===== src/rtl/gpio_port_pkg.sv =====
package gpio_port_pkg;

    // Word selector; the numeric value is the word index (byte offset / 4).
    typedef enum logic [3:0] {
        SEL_MODE   = 4'd0,
        SEL_OTYPE  = 4'd1,
        SEL_SPEED  = 4'd2,
        SEL_PULL   = 4'd3,
        SEL_IDATA  = 4'd4,
        SEL_ODATA  = 4'd5,
        SEL_SETCLR = 4'd6,
        SEL_LOCK   = 4'd7,
        SEL_AFLO   = 4'd8,
        SEL_AFHI   = 4'd9,
        SEL_CLR    = 4'd10,
        SEL_ANALOG = 4'd11,
        SEL_NONE   = 4'd15
    } reg_sel_e;

    localparam int unsigned LAST_WORD = 11;

    // Words whose write can change a resolved pin level.
    function automatic logic sel_touches_pins(input reg_sel_e s);
        return (s == SEL_MODE) || (s == SEL_OTYPE) || (s == SEL_PULL) ||
               (s == SEL_ODATA) || (s == SEL_SETCLR) || (s == SEL_CLR);
    endfunction

endpackage


===== src/rtl/gpio_addr_dec.sv =====
module gpio_addr_dec
    import gpio_port_pkg::*;
#(
    parameter int AW = 10
) (
    input  logic [AW-1:0] addr,
    output reg_sel_e      sel
);
    localparam int WW = AW - 2;

    logic [WW-1:0] word;

    always_comb begin
        word = addr[AW-1:2];
        if (addr[1:0] != 2'b00 || word > WW'(LAST_WORD)) begin
            sel = SEL_NONE;
        end else begin
            sel = reg_sel_e'(word[3:0]);
        end
    end
endmodule


===== src/rtl/gpio_odata_next.sv =====
module gpio_odata_next
    import gpio_port_pkg::*;
#(
    parameter int NPINS = 16,
    parameter int DW    = 32
) (
    input  logic [NPINS-1:0] odata_q,
    input  logic             wr,
    input  reg_sel_e         sel,
    input  logic [DW-1:0]    wdata,
    output logic [NPINS-1:0] odata_d
);
    logic [NPINS-1:0] set_m;
    logic [NPINS-1:0] clr_m;

    always_comb begin
        set_m   = '0;
        clr_m   = '0;
        odata_d = odata_q;
        if (wr) begin
            unique case (sel)
                SEL_ODATA:  odata_d = wdata[NPINS-1:0];
                SEL_SETCLR: begin
                    set_m = wdata[NPINS-1:0];
                    clr_m = wdata[2*NPINS-1:NPINS];
                end
                SEL_CLR:    clr_m = wdata[NPINS-1:0];
                default:    ;
            endcase
            // Set is applied after clear, so it wins on overlap.
            if (sel == SEL_SETCLR || sel == SEL_CLR) begin
                odata_d = (odata_q & ~clr_m) | set_m;
            end
        end
    end
endmodule


===== src/rtl/gpio_rd_mux.sv =====
module gpio_rd_mux
    import gpio_port_pkg::*;
#(
    parameter int NPINS = 16,
    parameter int DW    = 32
) (
    input  reg_sel_e           sel,
    input  logic [2*NPINS-1:0] mode,
    input  logic [NPINS-1:0]   otype,
    input  logic [2*NPINS-1:0] speed,
    input  logic [2*NPINS-1:0] pull,
    input  logic [NPINS-1:0]   idata,
    input  logic [NPINS-1:0]   odata,
    input  logic [NPINS-1:0]   lock,
    input  logic [DW-1:0]      aflo,
    input  logic [DW-1:0]      afhi,
    input  logic [NPINS-1:0]   analog,
    output logic [DW-1:0]      rval
);
    always_comb begin
        rval = '0;
        unique case (sel)
            SEL_MODE:   rval[2*NPINS-1:0] = mode;
            SEL_OTYPE:  rval[NPINS-1:0]   = otype;
            SEL_SPEED:  rval[2*NPINS-1:0] = speed;
            SEL_PULL:   rval[2*NPINS-1:0] = pull;
            SEL_IDATA:  rval[NPINS-1:0]   = idata;
            SEL_ODATA:  rval[NPINS-1:0]   = odata;
            SEL_LOCK:   rval[NPINS-1:0]   = lock;
            SEL_AFLO:   rval              = aflo;
            SEL_AFHI:   rval              = afhi;
            SEL_ANALOG: rval[NPINS-1:0]   = analog;
            default:    rval              = '0;
        endcase
    end
endmodule


===== src/rtl/gpio_port_regs.sv =====
module gpio_port_regs
    import gpio_port_pkg::*;
#(
    parameter int           NPINS     = 16,
    parameter int           AW        = 10,
    parameter logic [31:0]  MODE_RST  = 32'h0000_0000,
    parameter logic [31:0]  SPEED_RST = 32'h0000_0000,
    parameter logic [31:0]  PULL_RST  = 32'h0000_0000
) (
    input  logic               clk,
    input  logic               rst_n,
    input  logic               req,
    input  logic               we,
    input  logic [AW-1:0]      addr,
    input  logic [31:0]        wdata,
    output logic [31:0]        rdata,
    output logic [2*NPINS-1:0] mode_o,
    output logic [NPINS-1:0]   otype_o,
    output logic [2*NPINS-1:0] pull_o,
    output logic [NPINS-1:0]   odata_o,
    input  logic [NPINS-1:0]   idata_i,
    output logic               upd_o
);
    localparam int DW = 32;
    localparam int FW = 2 * NPINS;

    typedef struct packed {
        logic [FW-1:0]    mode;
        logic [NPINS-1:0] otype;
        logic [FW-1:0]    speed;
        logic [FW-1:0]    pull;
        logic [NPINS-1:0] odata;
        logic [NPINS-1:0] lock;
        logic [DW-1:0]    aflo;
        logic [DW-1:0]    afhi;
        logic [NPINS-1:0] analog;
        logic [DW-1:0]    rdata;
        logic             upd;
    } state_t;

    state_t   st_d, st_q;
    reg_sel_e sel;
    logic     wr_en, rd_en;
    logic [NPINS-1:0] odata_nx;
    logic [DW-1:0]    rval;

    assign wr_en = req && we;
    assign rd_en = req && !we;

    gpio_addr_dec #(.AW(AW)) u_dec (
        .addr (addr),
        .sel  (sel)
    );

    gpio_odata_next #(.NPINS(NPINS), .DW(DW)) u_odata (
        .odata_q (st_q.odata),
        .wr      (wr_en),
        .sel     (sel),
        .wdata   (wdata),
        .odata_d (odata_nx)
    );

    gpio_rd_mux #(.NPINS(NPINS), .DW(DW)) u_rmux (
        .sel    (sel),
        .mode   (st_q.mode),
        .otype  (st_q.otype),
        .speed  (st_q.speed),
        .pull   (st_q.pull),
        .idata  (idata_i),
        .odata  (st_q.odata),
        .lock   (st_q.lock),
        .aflo   (st_q.aflo),
        .afhi   (st_q.afhi),
        .analog (st_q.analog),
        .rval   (rval)
    );

    always_comb begin
        st_d       = st_q;
        st_d.odata = odata_nx;
        st_d.rdata = rd_en ? rval : '0;
        st_d.upd   = wr_en && sel_touches_pins(sel);
        if (wr_en) begin
            unique case (sel)
                SEL_MODE:   st_d.mode   = wdata[FW-1:0];
                SEL_OTYPE:  st_d.otype  = wdata[NPINS-1:0];
                SEL_SPEED:  st_d.speed  = wdata[FW-1:0];
                SEL_PULL:   st_d.pull   = wdata[FW-1:0];
                SEL_LOCK:   st_d.lock   = wdata[NPINS-1:0];
                SEL_AFLO:   st_d.aflo   = wdata;
                SEL_AFHI:   st_d.afhi   = wdata;
                SEL_ANALOG: st_d.analog = wdata[NPINS-1:0];
                default:    ;
            endcase
        end
    end

    always_ff @(posedge clk or negedge rst_n) begin
        if (!rst_n) begin
            st_q       <= '0;
            st_q.mode  <= MODE_RST[FW-1:0];
            st_q.speed <= SPEED_RST[FW-1:0];
            st_q.pull  <= PULL_RST[FW-1:0];
        end else begin
            st_q <= st_d;
        end
    end

    assign rdata   = st_q.rdata;
    assign mode_o  = st_q.mode;
    assign otype_o = st_q.otype;
    assign pull_o  = st_q.pull;
    assign odata_o = st_q.odata;
    assign upd_o   = st_q.upd;

    // Read data only follows a read request.
    assert_rdata_idle_R8: assert property (@(posedge clk) disable iff (!rst_n)
        !$past(req && !we) |-> rdata == '0);

    // Refresh strobe only follows a write.
    assert_upd_after_write_R9: assert property (@(posedge clk) disable iff (!rst_n)
        upd_o |-> $past(req && we));

    // Pin-facing vectors hold steady without a write.
    assert_hold_no_write_R7: assert property (@(posedge clk) disable iff (!rst_n)
        !$past(req && we) |-> ($stable(odata_o) && $stable(mode_o) &&
                               $stable(pull_o) && $stable(otype_o)));

    // Set bits always land, even when the matching clear bit is also 1.
    assert_set_wins_R4: assert property (@(posedge clk) disable iff (!rst_n)
        $past(req && we && addr == AW'(24)) |->
            ((odata_o & $past(wdata[NPINS-1:0])) == $past(wdata[NPINS-1:0])));

    // Clear-only word always leaves its selected bits low.
    assert_clear_only_R5: assert property (@(posedge clk) disable iff (!rst_n)
        $past(req && we && addr == AW'(40)) |->
            ((odata_o & $past(wdata[NPINS-1:0])) == '0));
endmodule


===== config.mk =====
export PLATFORM = sky130hd
export DESIGN_NAME = gpio_port_regs
export DESIGN_NICKNAME = d
export VERILOG_FILES = /design/src/rtl/gpio_port_pkg.sv /design/src/rtl/gpio_addr_dec.sv /design/src/rtl/gpio_odata_next.sv /design/src/rtl/gpio_rd_mux.sv /design/src/rtl/gpio_port_regs.sv
export SDC_FILE = /design/constraint.sdc
export NUM_CORES = 1
export LEC_CHECK = 0
export BUFFER_PORTS_ARGS = -buffer_cell sky130_fd_sc_hd__clkbuf_2
export CAP_MARGIN = 20
export CELL_PAD_IN_SITES_DETAIL_PLACEMENT = 1
export CELL_PAD_IN_SITES_GLOBAL_PLACEMENT = 2
export CORE_UTILIZATION = 40
export CTS_BUF_LIST = sky130_fd_sc_hd__clkbuf_4 sky130_fd_sc_hd__clkbuf_8
export DETAILED_ROUTE_END_ITERATION = 7
export PLACE_DENSITY_LB_ADDON = 0.1
export RECOVER_POWER = 25
export SYNTH_ARGS = -nofsm -noshare
export SYNTH_HDL_FRONTEND = slang
export SYNTH_SLANG_ARGS = --single-unit

===== constraint.sdc =====
create_clock -name clk -period 1.7 [get_ports clk]
set_clock_uncertainty 0.2 [all_clocks]
set_input_delay 0.255 -clock clk [delete_from_list [all_inputs] [get_ports clk]]
set_output_delay 0.255 -clock clk [all_outputs]
set_load 0.03 [all_outputs]

==> results by group <==
Synthesis
  • Cell count after synthesis: 1008
  • Mapped Area: 12600 um^2
  • Post-Synthesis Net Count: 1070
  • Area share of the leading cell type in the synthesized netlist: 0.512
  • Most common cell in the netlist: dfrtp_1
  • Register bit count reported by yosys: 257
  • Number of warnings reported in the yosys synthesis log: 0
  • Top post-synthesis cells by count: dfrtp_1, mux2_2, buf_4
  • Unique masters post-synth: 49
  • Cell taking the most area after synthesis: dfrtp_1
  • Proportion of synthesized flip-flops having asynchronous set or reset: 1.00
  • Number of flops mapped to enable cells by yosys: 0
  • Top area cells in the synthesized netlist: dfrtp_1, mux2_2, buf_4
  • Syn avg cell area: 12.5 um^2
  • Commonest register cell after synthesis: dfrtp_1
  • Proportion of synthesized chip area in sequential cells: 0.512

Setup path
  • Worst-case reg-to-reg path depth: 5
  • Capturing element type of the critical path: flip-flop
  • Crit Reg-Reg Startpoint: otype_o[9]
  • Required time of the critical path: 1.95 ns
  • Register-to-register setup slack: 0.03 ns
  • Type of the worst setup path: in -> reg
  • Arrival @ worst endpoint: 1.96 ns
  • Worst R2R End: rdata[9]
  • Maximum fanout encountered on the critical timing path: 25
  • Critical path startpoint category: input port

Placement
  • Total of buffers placed on input and output ports: 190
  • Area after detailed placement: 14000 um^2
  • Sum of net half-perimeters after detailed placement: 26700 um
  • Routability-driven placement congestion ratio: 0.756
  • Number of cells in the design after placement: 1515

Global route
  • Number of global-route vias before repair: 9438
  • Initial antenna violation count: 0
  • Largest net degree at the start of global routing: 49
  • GRT Total Usage: 0.244
  • Global-route congestion overflow total: 0
  • Wire length of the first global-routing pass: 58000 um

Final layout
  • Total inserted antenna cells: 0
  • Syn-to-layout area delta: 23.6%
  • Proportion of layout cells with a drive suffix above 1: 0.527
  • Layout Cells excl Fill: 1640
  • Final std cell area, no fill: 15500 um^2
  • Number of nets at the end of the flow: 1275

Route
  • Detailed Routing Iterations Pass 1: 7
  • Remaining routing DRC violations: 28
  • Initial DRC count: 467
  • Routed length per placed instance: 23.0 um
  • WL final: 37700 um
  • Avg Vias per Cell: 5.37
  • Vias after detailed routing: 8799
  • Routed Antenna Nets: 0

CTS
  • Post-CTS clock slew at the launch and capture registers of the worst setup and hold paths: 0.06 ns
  • Source-to-sink clock delay at the later pin of the worst-skew pair: 0.57 ns
  • CTS tree: yes
  • Number of buffers added by the clock tree synthesis step: 46
  • # H-tree levels: 2
  • CTS Buffer Depth: 3
  • Clock sink total: 257
  • Cell chosen for the clock root: clkbuf_8

Worst hold path
  • Hold Startpoint: idata_i[14]
  • Number of cells on the worst hold path: 5
  • Min-Delay Endpoint: rdata[14]
  • Path type of the worst min-delay path: in -> reg

STA
  • Highest clock frequency the design can meet: 582 MHz
  • Final TNS setup: -0.0774 ns
  • Final worst setup slack: -0.0173 ns
  • Final hold vios: 0
  • Pin slew with the least headroom to its limit: 0.491 ns
  • Slew Limit Fails: 0
  • Headroom to the max-slew limit: 0.672
  • Minimum clock period after layout: 1.72 ns
  • Setup repair after global routing missed its margin: true
  • Post-route fraction of the period consumed by the critical path: 1.01
  • Final setup violating endpoints: 15

Die
  • Core Area: 30700 um^2
  • Die Height: 179 um
  • Number of top-level design ports: 191
  • Die outline area: 32100 um^2
  • Row cnt: 64
  • Die span in x: 179 um
  • Initial cell density of the core: 0.408

Power
  • Peak ir drop on the vdd network: 0.530 mV
  • Total power density per cell area: 844 nW/um^2
  • Leakage power total: 7.85 nW
  • PnR Total Power: 0.0131 W

Run
  • Max-capacitance violation count: 0

Outcome
  • Outcome: finished, violations left
  • Failing checks: DRC, setup timing
cells by family after synthesis:
kind of cell | share of synthesized area
AND/OR/NAND/NOR | 0.0585
buffers and inverters | 0.113
AO/OA/AOI/OAI | 0.0988
flip-flops | 0.512
multiplexers | 0.218
how the worst max path moves through the flow:
stage / from / endpoint / slack [ns] / cells past startpoint
floorplan: addr[5] / otype_o[10] / -0.19 / 6
global placement: addr[5] / rdata[4] / -0.53 / 9
detailed placement: addr[5] / rdata[4] / -0.52 / 9
CTS: otype_o[9] / rdata[9] / -0.09 / 5
global route: otype_o[9] / rdata[9] / -0.07 / 5
finish: addr[5] / st_q[60] / -0.02 / 7
layout by cell type (no fill, tap or decap), drive strengths merged, types with 24 or more instances in the layout:
cell / synthesis / final
dfrtp: 257 / 257
clkbuf: 29 / 257
mux2: 215 / 215
buf: 173 / 138
nor2: 45 / 45
a21oi: 44 / 44
dlygate4sd3: 0 / 36
a22oi: 32 / 32
mux2i: 31 / 31
nand2: 24 / 24
registers in the layout, indices dropped and copies added, names as in the netlist:
register	flops
upd_o	1
otype_o	16
pull_o	32
odata_o	16
st_q	128
rdata	32
mode_o	32
worst max-delay path, stage by stage:
cell	delay [ns]
clkbuf_2	0.17
a211oi_4	0.37
nand2_4	0.11
nor2_4	0.41
nand2_4	0.10
buf_12	0.20
mux2_1	0.33
area by class of cell:
cell class | instances | area (um^2)
inverters | 2 | 7.51
well taps | 396 | 495
clock buffers | 72 | 897
fillers | 3220 | 15200
clock inverters | 7 | 43.8
flip-flops and latches | 257 | 6430
multi-input cells | 547 | 4910
repair buffers | 359 | 2730
power by group:
part / switching [W] / leakage, nW / total, W / internal (W)
clock: 0.00258 / 0.499 / 0.00592 / 0.00334
combinational: 0.000606 / 3.77 / 0.000986 / 0.000380
sequential: 0.0000261 / 3.58 / 0.00618 / 0.00616
total: 0.00321 / 7.85 / 0.0131 / 0.00988
repair_timing:
item                                    4_1_cts  5_1_grt
pin swaps                                     3       10
endpoints found under the setup margin       13       33
buffers inserted                              6        6
hold endpoints to repair                    476        0
gates resized for setup                      25       50
hold buffers                                 36        0
layer usage:
layer  GRT usage  routed length (um)
met1       0.343               17700
met3      0.0344                1390
met4      0.0655                 728
met5           0                   0
met2       0.392               17900
stage by stage:
stage / hold slack, ns / utilization / worst slack (ns)
5_1_grt: 0.0624 / 0.505 / -0.0669
3_3_place_gp: -0.0107 / 0.457 / -0.526
4_1_cts: 0.0167 / 0.503 / -0.0926
3_5_place_dp: -0.00706 / 0.457 / -0.516
2_1_floorplan: -0.241 / - / -0.191
6_report: 0.0328 / 0.505 / -0.0173
Power figures use the tool's default switching activity.
